--- config.mk ---
export PLATFORM = sky130hd
export DESIGN_NAME = exc_entry_unit
export DESIGN_NICKNAME = d
export VERILOG_FILES = /design/src/rtl/exc_pkg.sv /design/src/rtl/exc_arbiter.sv /design/src/rtl/exc_status_xform.sv /design/src/rtl/exc_vector_sel.sv /design/src/rtl/exc_entry_unit.sv
export SDC_FILE = /design/constraint.sdc
export NUM_CORES = 1
export LEC_CHECK = 0
export ABC_CLOCK_PERIOD_IN_PS = 10100
export BUFFER_PORTS_ARGS = -buffer_cell sky130_fd_sc_hd__buf_4
export CAP_MARGIN = 0
export CORE_ASPECT_RATIO = 0.8
export CORE_MARGIN = 1.5
export CORE_UTILIZATION = 50
export DETAILED_ROUTE_END_ITERATION = 12
export PLACE_DENSITY = 0.78
export SYNTH_ARGS = -nofsm -noshare
export SYNTH_HDL_FRONTEND = slang
export SYNTH_SLANG_ARGS = --single-unit
--- constraint.sdc ---
create_clock -name clk_i -period 10.1 [get_ports clk_i]
set_clock_uncertainty 0.15 [all_clocks]
set_input_delay 1.01 -clock clk_i [delete_from_list [all_inputs] [get_ports clk_i]]
set_output_delay 1.01 -clock clk_i [all_outputs]
set_load 0.03 [all_outputs]
--- src/rtl/exc_pkg.sv ---
package exc_pkg;

  typedef enum logic [1:0] {
    EV_NONE = 2'd0,
    EV_IRQ  = 2'd1,
    EV_FIQ  = 2'd2,
    EV_RET  = 2'd3
  } exc_event_e;

  localparam int MODE_W = 5;
  localparam int BIT_T  = 5;
  localparam int BIT_F  = 6;
  localparam int BIT_I  = 7;

  localparam logic [MODE_W-1:0] MODE_USR = 5'h10;
  localparam logic [MODE_W-1:0] MODE_FIQ = 5'h11;
  localparam logic [MODE_W-1:0] MODE_IRQ = 5'h12;
  localparam logic [MODE_W-1:0] MODE_SVC = 5'h13;
  localparam logic [MODE_W-1:0] MODE_ABT = 5'h17;
  localparam logic [MODE_W-1:0] MODE_UND = 5'h1B;
  localparam logic [MODE_W-1:0] MODE_SYS = 5'h1F;

endpackage

--- src/rtl/exc_arbiter.sv ---
module exc_arbiter
  import exc_pkg::*;
(
  input  logic       ret_i,
  input  logic       boundary_i,
  input  logic       irq_req_i,
  input  logic       fiq_req_i,
  input  logic       irq_mask_i,
  input  logic       fiq_mask_i,
  output exc_event_e event_o
);

  logic fiq_ok;
  logic irq_ok;

  assign fiq_ok = boundary_i && fiq_req_i && !fiq_mask_i;
  assign irq_ok = boundary_i && irq_req_i && !irq_mask_i;

  always_comb begin
    event_o = EV_NONE;
    if (ret_i) begin
      event_o = EV_RET;
    end else if (fiq_ok) begin
      event_o = EV_FIQ;
    end else if (irq_ok) begin
      event_o = EV_IRQ;
    end
  end

endmodule

--- src/rtl/exc_status_xform.sv ---
module exc_status_xform
  import exc_pkg::*;
#(
  parameter int SW = 32
) (
  input  logic [SW-1:0] status_i,
  input  exc_event_e    event_i,
  output logic [SW-1:0] status_o
);

  always_comb begin
    status_o = status_i;
    unique case (event_i)
      EV_IRQ: begin
        status_o[MODE_W-1:0] = MODE_IRQ;
        status_o[BIT_T]      = 1'b0;
        status_o[BIT_I]      = 1'b1;
      end
      EV_FIQ: begin
        status_o[MODE_W-1:0] = MODE_FIQ;
        status_o[BIT_T]      = 1'b0;
        status_o[BIT_F]      = 1'b1;
        status_o[BIT_I]      = 1'b1;
      end
      default: status_o = status_i;
    endcase
  end

endmodule

--- src/rtl/exc_vector_sel.sv ---
module exc_vector_sel #(
  parameter int          XLEN     = 32,
  parameter logic [31:0] VEC_LO   = 32'h0000_0000,
  parameter logic [31:0] VEC_HI   = 32'hFFFF_0000,
  parameter logic [31:0] IRQ_OFS  = 32'h18,
  parameter logic [31:0] FIQ_OFS  = 32'h1C,
  parameter bit          HIVEC_EN = 1'b1
) (
  input  logic            hivec_i,
  input  logic            is_fiq_i,
  output logic [XLEN-1:0] vector_o
);

  logic [XLEN-1:0] base;
  logic [XLEN-1:0] ofs;

  generate
    if (HIVEC_EN) begin : g_hivec
      assign base = hivec_i ? VEC_HI[XLEN-1:0] : VEC_LO[XLEN-1:0];
    end else begin : g_lovec
      logic unused_hv;
      assign unused_hv = hivec_i;
      assign base      = VEC_LO[XLEN-1:0];
    end
  endgenerate

  assign ofs      = is_fiq_i ? FIQ_OFS[XLEN-1:0] : IRQ_OFS[XLEN-1:0];
  assign vector_o = base + ofs;

endmodule

--- src/rtl/exc_entry_unit.sv ---
module exc_entry_unit
  import exc_pkg::*;
#(
  parameter int          XLEN       = 32,
  parameter logic [31:0] VEC_LO     = 32'h0000_0000,
  parameter logic [31:0] VEC_HI     = 32'hFFFF_0000,
  parameter logic [31:0] IRQ_OFS    = 32'h18,
  parameter logic [31:0] FIQ_OFS    = 32'h1C,
  parameter logic [31:0] LINK_ADJ   = 32'h4,
  parameter logic [31:0] RET_ADJ    = 32'h4,
  parameter logic [31:0] RST_STATUS = 32'h0000_00D3,
  parameter bit          HIVEC_EN   = 1'b1
) (
  input  logic            clk_i,
  input  logic            rst_ni,
  input  logic            irq_req_i,
  input  logic            fiq_req_i,
  input  logic            boundary_i,
  input  logic [XLEN-1:0] next_addr_i,
  input  logic [XLEN-1:0] status_i,
  input  logic            hivec_i,
  input  logic            ret_i,
  output logic [XLEN-1:0] pc_o,
  output logic [XLEN-1:0] status_o,
  output logic [XLEN-1:0] saved_status_o,
  output logic [XLEN-1:0] link_o,
  output logic            entry_o,
  output logic            redirect_o
);

  localparam logic [XLEN-1:0] LINK_ADJ_W = LINK_ADJ[XLEN-1:0];
  localparam logic [XLEN-1:0] RET_ADJ_W  = RET_ADJ[XLEN-1:0];
  localparam logic [XLEN-1:0] RST_ST_W   = RST_STATUS[XLEN-1:0];

  // reset synchronizer: assert asynchronously, release on the clock
  logic rst_meta_n;
  logic rst_q_n;

  always_ff @(posedge clk_i or negedge rst_ni) begin
    if (!rst_ni) begin
      rst_meta_n <= 1'b0;
      rst_q_n    <= 1'b0;
    end else begin
      rst_meta_n <= 1'b1;
      rst_q_n    <= rst_meta_n;
    end
  end

  // event selection and field rewrites
  exc_event_e      ev;
  logic [XLEN-1:0] st_entry;
  logic [XLEN-1:0] vector;

  exc_arbiter u_arb (
    .ret_i      (ret_i),
    .boundary_i (boundary_i),
    .irq_req_i  (irq_req_i),
    .fiq_req_i  (fiq_req_i),
    .irq_mask_i (status_i[BIT_I]),
    .fiq_mask_i (status_i[BIT_F]),
    .event_o    (ev)
  );

  exc_status_xform #(.SW(XLEN)) u_xform (
    .status_i (status_i),
    .event_i  (ev),
    .status_o (st_entry)
  );

  exc_vector_sel #(
    .XLEN     (XLEN),
    .VEC_LO   (VEC_LO),
    .VEC_HI   (VEC_HI),
    .IRQ_OFS  (IRQ_OFS),
    .FIQ_OFS  (FIQ_OFS),
    .HIVEC_EN (HIVEC_EN)
  ) u_vec (
    .hivec_i  (hivec_i),
    .is_fiq_i (ev == EV_FIQ),
    .vector_o (vector)
  );

  // next-state logic
  logic [XLEN-1:0] pc_d, st_d, link_d, saved_d;
  logic            pc_en, bank_en;
  logic            entry_d, redirect_d;

  always_comb begin
    pc_d       = pc_o;
    st_d       = status_o;
    link_d     = link_o;
    saved_d    = saved_status_o;
    pc_en      = 1'b0;
    bank_en    = 1'b0;
    entry_d    = 1'b0;
    redirect_d = 1'b0;
    unique case (ev)
      EV_RET: begin
        pc_d       = link_o - RET_ADJ_W;
        st_d       = saved_status_o;
        pc_en      = 1'b1;
        redirect_d = 1'b1;
      end
      EV_FIQ: begin
        pc_d       = vector;
        st_d       = st_entry;
        pc_en      = 1'b1;
        entry_d    = 1'b1;
        redirect_d = 1'b1;
      end
      EV_IRQ: begin
        pc_d       = vector;
        st_d       = st_entry;
        link_d     = next_addr_i + LINK_ADJ_W;
        saved_d    = status_i;
        pc_en      = 1'b1;
        bank_en    = 1'b1;
        entry_d    = 1'b1;
        redirect_d = 1'b1;
      end
      default: ;
    endcase
  end

  // registers
  always_ff @(posedge clk_i or negedge rst_q_n) begin
    if (!rst_q_n) begin
      pc_o       <= '0;
      status_o   <= RST_ST_W;
      entry_o    <= 1'b0;
      redirect_o <= 1'b0;
    end else begin
      entry_o    <= entry_d;
      redirect_o <= redirect_d;
      if (pc_en) begin
        pc_o     <= pc_d;
        status_o <= st_d;
      end
    end
  end

  always_ff @(posedge clk_i or negedge rst_q_n) begin
    if (!rst_q_n) begin
      link_o         <= '0;
      saved_status_o <= '0;
    end else if (bank_en) begin
      link_o         <= link_d;
      saved_status_o <= saved_d;
    end
  end

  // assertions
  AST_IRQ_ONLY_WHEN_OPEN: assert property (@(posedge clk_i) disable iff (!rst_q_n)
    (entry_o && status_o[MODE_W-1:0] == MODE_IRQ) |->
      $past(boundary_i && irq_req_i && !status_i[BIT_I] && !ret_i));

  AST_FIQ_WINS: assert property (@(posedge clk_i) disable iff (!rst_q_n)
    ($past(rst_q_n) && $past(boundary_i && fiq_req_i && !status_i[BIT_F] && !ret_i)) |->
      (entry_o && status_o[MODE_W-1:0] == MODE_FIQ && $stable(link_o)));

  AST_IRQ_FIELDS: assert property (@(posedge clk_i) disable iff (!rst_q_n)
    (entry_o && status_o[MODE_W-1:0] == MODE_IRQ) |->
      (status_o[BIT_I] && !status_o[BIT_T] && status_o[BIT_F] == $past(status_i[BIT_F])
       && status_o[XLEN-1:8] == $past(status_i[XLEN-1:8])));

  AST_IRQ_BANK: assert property (@(posedge clk_i) disable iff (!rst_q_n)
    (entry_o && status_o[MODE_W-1:0] == MODE_IRQ) |->
      (link_o == $past(next_addr_i) + LINK_ADJ_W && saved_status_o == $past(status_i)));

  AST_IRQ_VECTOR: assert property (@(posedge clk_i) disable iff (!rst_q_n)
    (entry_o && status_o[MODE_W-1:0] == MODE_IRQ) |->
      (pc_o == (($past(hivec_i) && HIVEC_EN) ? VEC_HI[XLEN-1:0] : VEC_LO[XLEN-1:0])
               + IRQ_OFS[XLEN-1:0]));

  AST_RETURN_RESTORE: assert property (@(posedge clk_i) disable iff (!rst_q_n)
    ($past(rst_q_n) && $past(ret_i)) |->
      (pc_o == $past(link_o) - RET_ADJ_W && status_o == $past(saved_status_o)
       && !entry_o && redirect_o));

  AST_QUIET_HOLD: assert property (@(posedge clk_i) disable iff (!rst_q_n)
    ($past(rst_q_n) && !redirect_o) |->
      ($stable(pc_o) && $stable(status_o) && $stable(link_o) && !entry_o));

endmodule

==> After elaboration in Yosys (flattened, before gate mapping) <==
Index checks and enable logic that the tools add are counted.
{ "word_totals": {"register_bits": 132, "inputBits": 71, "elab_cells": 37, "out_inout_bits": 130, "n_memories": 0, "mem_bits_rw": 0, "romBits": 0, "latchBits": 0} }
{ "op_classes": {"reduce_logical": 11, "n_eq_ne": 3, "order_cmp": 0, "n_bitwise": 0, "n_div": 0, "mul": 0, "muxes": 12, "n_addsub": 3, "n_shift": 0} }
{ "ops": {"columns": ["op", "n"], "rows": [
  ["$pmux W32 S2", 2],
  ["$add A32 B3 Y32 const B", 1],
  ["$add A32 B32 Y32", 1],
  ["$mux W32", 1],
  ["$sub A32 B3 Y32 const B", 1],
  ["$mux W2", 3],
  ["$mux W1", 5],
  ["$eq A2 B2 Y1 const B", 2],
  ["$logic_and A1 B1 Y1", 4],
  ["$reduce_and A2 Y1", 2],
  ["$mux W3", 1],
  ["$reduce_or A3 Y1", 1],
  ["$eq A2 B1 Y1 const B", 1],
  ["$logic_not A1 Y1", 2],
  ["$reduce_bool A2 Y1", 1],
  ["$reduce_or A2 Y1", 1]
]} }

==> Depth between registers and ports, before layout <==
{ "depth": {"word_depth": 9, "ltp_mapped": 10, "depth_no_buf": 9} }

==> Hierarchy <==
A second synthesis with hierarchy kept.
{ "hier_totals": {"hier_cells": 681, "area_unflattened_um2": 6904.1} }
{ "modules_own_cells": {"columns": ["module", "seq_area_each_um2", "cells_each", "area_each_um2", "n_inst"], "rows": [
  ["exc_entry_unit", 3309.4, 606, 6341.1, 1],
  ["exc_status_xform", 0.0, 36, 276.5, 1],
  ["exc_vector_sel", 0.0, 34, 247.7, 1],
  ["exc_arbiter", 0.0, 5, 38.8, 1]
]} }

==> Least setup slack after synthesis <==
OpenSTA, ideal clock, no wires.
{ "synth_path": {"path_kind": "input to register", "from": "input port fiq_req_i", "to": "register status_o[23]", "setup_time_ps": 133, "cell_stages": 9, "n_path_buf": 3, "t_required_ps": 9817, "slack_ps": 6858, "arrival_ps": 2959, "path_cell_list": "nor2b_1 nor3_1 nor2_1 ha_1 clkbuf_1 buf_1 buf_1 mux2i_1 o21ai_0"} }
{ "synth_via": {"elab_chain_cells": 8, "word_cells_on_any_way": 13, "classes_between": "eq/ne: 3; mux: 4; reduce/logical: 6"} }
{ "synth_rtl": {"columns": ["element", "line", "text"], "rows": [
  ["from (decl)", "exc_entry_unit.sv:17", "input logic fiq_req_i,"],
  ["$logic_and A1 B1 Y1 * (2 in series)", "exc_arbiter.sv:16", "assign fiq_ok = boundary_i && fiq_req_i && !fiq_mask_i;"],
  ["$mux W2 *", "exc_arbiter.sv:23", "end else if (fiq_ok) begin"],
  ["$mux W2 *", "exc_arbiter.sv:21", "if (ret_i) begin"],
  ["$eq A2 B2 Y1 or $eq A2 B1 Y1 (tied branches)", "exc_entry_unit.sv:97", "unique case (ev)"],
  ["$reduce_or A3 Y1 (no source line) or $reduce_or A2 Y1 (tied branches)", null, null],
  ["$mux W1 or $reduce_bool A2 Y1 (tied branches)", null, null],
  ["$reduce_and A2 Y1 (no source line)", null, null],
  ["to (signal assigned)", "exc_entry_unit.sv:137", "status_o <= st_d;"],
  ["to (decl)", "exc_entry_unit.sv:24", "output logic [XLEN-1:0] status_o,"]
]} }
Every way passes the cells marked *; elsewhere a longest branch is shown, timed or not.
A chain may end at the register's enable or synchronous reset.

==> Final worst setup path <==
{ "layout_path": {"from": "input port status_i[6]", "to": "register pc_o[29]"} }
{ "layout_via": {"elab_chain_cells": 8, "word_cells_on_any_way": 15, "classes_between": "add/sub: 1; eq/ne: 3; mux: 5; reduce/logical: 6"} }
{ "layout_rtl": {"columns": ["element", "line", "text"], "rows": [
  ["from (decl)", "exc_entry_unit.sv:20", "input logic [XLEN-1:0] status_i,"],
  ["$logic_not A1 Y1 *", "exc_arbiter.sv:16", null],
  ["$logic_and A1 B1 Y1 *", "exc_arbiter.sv:16", null],
  ["$mux W2 *", "exc_arbiter.sv:23", null],
  ["$mux W2 *", "exc_arbiter.sv:21", null],
  ["$eq A2 B2 Y1 (tied with other cells)", "exc_entry_unit.sv:79, exc_entry_unit.sv:97", null],
  ["$mux W3 (tied with other cells)", "exc_vector_sel.sv:27", "assign ofs = is_fiq_i ? FIQ_OFS[XLEN-1:0] : IRQ_OFS[XLEN-1:0];"],
  ["$add A32 B32 Y32 (tied with other cells)", "exc_vector_sel.sv:28", "assign vector_o = base + ofs;"],
  ["$pmux W32 S2 or $reduce_and A2 Y1 (tied branches)", null, null],
  ["to (signal assigned)", "exc_entry_unit.sv:136", "pc_o <= pc_d;"],
  ["to (decl)", "exc_entry_unit.sv:23", "output logic [XLEN-1:0] pc_o,"]
]} }
Marks and branches as above.

==> impl_metrics.csv <==
group,metric,value,unit
run_status,status,"finished, final reports clean",
route,drt-wirelength-per-cell,17.66,µm
placed_design,place_hpwl,11830,µm
placed_design,gp_congestion,0.8067,
cells_and_area,nets,845,
cells_and_area,diodes,0,
sta,fmax,296.6,MHz
setup_path,cp-start-kind,"input port",
floorplanning,rows,36,
logic_synthesis,yosys_warnings,0,
clock_tree,post_cts_buffers,0,
setup_path,rr_endpoint,"pc_o[14]",
power_and_ir_drop,peakVddDrop,0.1349,mV
logic_synthesis,syn_area_per_cell,10.78,µm²
logic_synthesis,yosys-top-cells-area,"dfrtp_1 51%, mux2_2 6.3%, xnor2_1 4.1%, mux2i_1 4.0%, o21ai_0 3.3%",
setup_path,rrSetupSlack,7.14,ns
floorplanning,die_height,102.8,µm
setup_path,regToRegStartpoint,"link_o[2]",
sta,min_period,3.372,ns
placed_design,pre_cts_slack,6.334,ns
logic_synthesis,syn_nets,653,
clock_tree,cts_tree,"built",
route,vias_per_cell,5.466,
sta,tightestPinTransition,1.241,ns
grt,grt_max_degree,94,
sta,finalHoldViolations,0,
setup_path,arrival,3.47,ns
setup_path,cp-endpoint,"pc_o[29]",
floorplanning,coreArea,12160,µm²
clock_tree,cts_buffers,17,
logic_synthesis,synth_edf_count,0,
cells_and_area,drive_gt1_share,37.08,%
clock_tree,clock_path_buffers,2,
route,wl,16500,µm
sta,post-route-period-util,33.38,%
logic_synthesis,netlist_area,6221,µm²
clock_tree,clk_pin_slew,0.06,ns
logic_synthesis,synth.distinct_cells,50,
floorplanning,dieArea,13120,µm²
sta,worst_slack,6.728,ns
logic_synthesis,synth_area_leader_cell,"dfrtp_1",
worst_hold_path,min_path_type,"reg2async",
route,drt-initial-drc-count,264,
clock_tree,worstSkewPairLatency,0.42,ns
clock_tree,cts_resized,0,
sta,rsz0062_at_grt,"no",
cells_and_area,nFillCells,948,
cells_and_area,seq_area,3313,µm²
route,via_count,5105,
route,antenna_left,0,
floorplanning,start_util,51.15,%
floorplanning,die_w,127.7,µm
sta,drv_slew,0,
cells_and_area,multiInputGateArea,2734,µm²
power_and_ir_drop,p_leak,3.723,nW
logic_synthesis,synth_top_area_share,51.09,%
floorplanning,ios,201,
cells_and_area,final_core_util,68.74,%
setup_path,crit_fanout,91,
grt,grt_pass1_vias,5037,
sta,tns,0,ns
setup_path,crit_start,"status_i[6]",
logic_synthesis,ys_seq_area_share,53.20,%
grt,antenna_found_initial,0,
logic_synthesis,synth-seq-cells,132,
logic_synthesis,async_reset_ff_share,100.0,%
route,drc,0,
grt,grt_pass1_wl,26010,µm
setup_path,worstRegToRegCells,7,
sta,setup_violations,0,
grt,grt-ovfl-total,0,
grt,track_usage,26.13,%
cells_and_area,areaGrowthSynthToFinish,34.39,%
clock_tree,cts_hold_buf,0,
clock_tree,root_buffer,"clkbuf_16",
logic_synthesis,synthCells,577,
power_and_ir_drop,powerDensity,217.5,nW/µm²
flow_run,cap_violations,0,
sta,max_slew_margin,16.61,%
setup_path,end_kind,"flip-flop",
clock_tree,clock-sinks,132,
placed_design,port_buffers,200,
route,first_pass_iters,4,
setup_path,worst_ep_required_time,10.19,ns
setup_path,worstSetupPathType,"in2reg",
clock_tree,h-tree-depth,4,
logic_synthesis,ys_dominant_reg_cell,"dfrtp_1",
==> where the power goes <==
part | internal, mW | switching, mW
Clock | 0.331 | 0.211
Combinational | 0.219 | 0.341
Sequential | 0.626 | 0.0898
Total | 1.18 | 0.642
==> critical path: stages <==
cell      delay, ns
buf_4          0.12
nor2b_1        0.17
nor3_1         0.09
nor2_1         0.20
ha_2           0.20
buf_4          0.64
inv_1          0.38
nand2_1        0.43
o221ai_1       0.20
==> layer usage <==
layer  global-route usage [%]  routed length (µm)  up-vias
li1                         -                   -     2416
met4                    13.14                 431        0
met2                    42.91                8109      179
met5                        0                   0        -
met3                    6.435                1026       33
met1                    32.82                6928     2477
==> registers in the layout, summed over array words and instances, names as in the netlist <==
register,flops
saved_status_o,32
redirect_o,1
rst_meta_n,1
pc_o,32
entry_o,1
rst_q_n,1
link_o,32
status_o,32
==> how the worst min path moves through the flow <==
stage	cells past startpoint	end	slack, ns	startpoint
floorplan	0	rst_q_n	0.18	rst_meta_n
global placement	0	rst_q_n	0.19	rst_meta_n
detailed placement	0	rst_q_n	0.19	rst_meta_n
CTS	1	rst_q_n	0.20	rst_ni
global route	1	rst_q_n	0.20	rst_ni
finish	0	saved_status_o[28]	0.21	rst_q_n
==> cells by family (layout without fill, tap and decap cells) <==
| kind of cell | count (synthesis) | in the layout | synth area share [%] |
|---|---|---|---|
| AO/OA/AOI/OAI | 107 | 107 | 10.78 |
| XOR/XNOR | 51 | 51 | 7.180 |
| adder cells (fa/ha/maj) | 5 | 5 | 1.006 |
| buffers and inverters | 50 | 255 | 3.138 |
| flip-flops | 132 | 132 | 53.20 |
| multiplexers | 60 | 60 | 10.36 |
| other | 1 | 1 | 0.06028 |
| AND/OR/NAND/NOR | 171 | 171 | 14.28 |
==> Yosys cell counts, drive strengths merged (4+ instances only) <==
cell,n
and3,7
nor2,43
o21ai,41
mux2,35
inv,19
nor4,11
nand4,7
clkbuf,23
ha,5
nor3,13
mux2i,25
buf,8
nand2,52
a221oi,12
xnor2,29
or4,4
dfrtp,127
dfstp,5
nand3,19
a22o,5
a21oi,33
xor2,22
==> layout make-up <==
type | instances | share of cell area [%]
clock buffers | 27 | 5.896
multi-input cells | 395 | 32.70
repair buffers | 204 | 18.32
inverters | 19 | 0.8530
clock inverters | 5 | 0.3292
flip-flops and latches | 132 | 39.63
well taps | 152 | 2.275
==> through the flow <==
step                instance area [µm²]  power, mW  std cells  hold WS (ns)
floorplan                          6221      1.039        577        0.1812
global placement                   7840      1.270        902        0.1883
detailed placement                 7840      1.284        902        0.1934
CTS                                8361      1.831        934        0.1958
global route                       8361      1.901        934        0.1967
finish                             8361      1.819        934        0.2056
==> layout by cell type, fill, tap and decap left out, types with 2 or more instances in the layout <==
master	Yosys	final
dfrtp_1	127	126
a31oi_1	2	2
xor2_1	22	22
or4_1	2	2
xnor2_1	29	29
nor4_4	2	2
o31ai_1	2	2
clkbuf_8	0	3
nor4_1	5	5
nand3b_1	2	2
nor4b_2	2	2
nand3_1	19	19
nand4_1	7	7
inv_1	19	19
dfstp_2	5	5
mux2_2	35	35
and3_1	7	7
or2_2	2	2
nor3_1	12	12
a21o_1	2	2
a221oi_1	8	8
clkinv_2	0	4
nor2b_1	2	2
nor2_1	43	43
or3_1	3	3
a221oi_2	4	4
ha_1	5	2
o22a_1	2	2
a21oi_1	33	33
buf_4	0	204
or4_4	2	2
a22o_1	5	5
clkbuf_16	0	17
nand2_1	52	52
ha_2	0	2
clkbuf_1	23	7
nor4_2	4	4
o21ai_0	41	41
mux2i_1	25	25
Power figures use the tool's default switching activity.
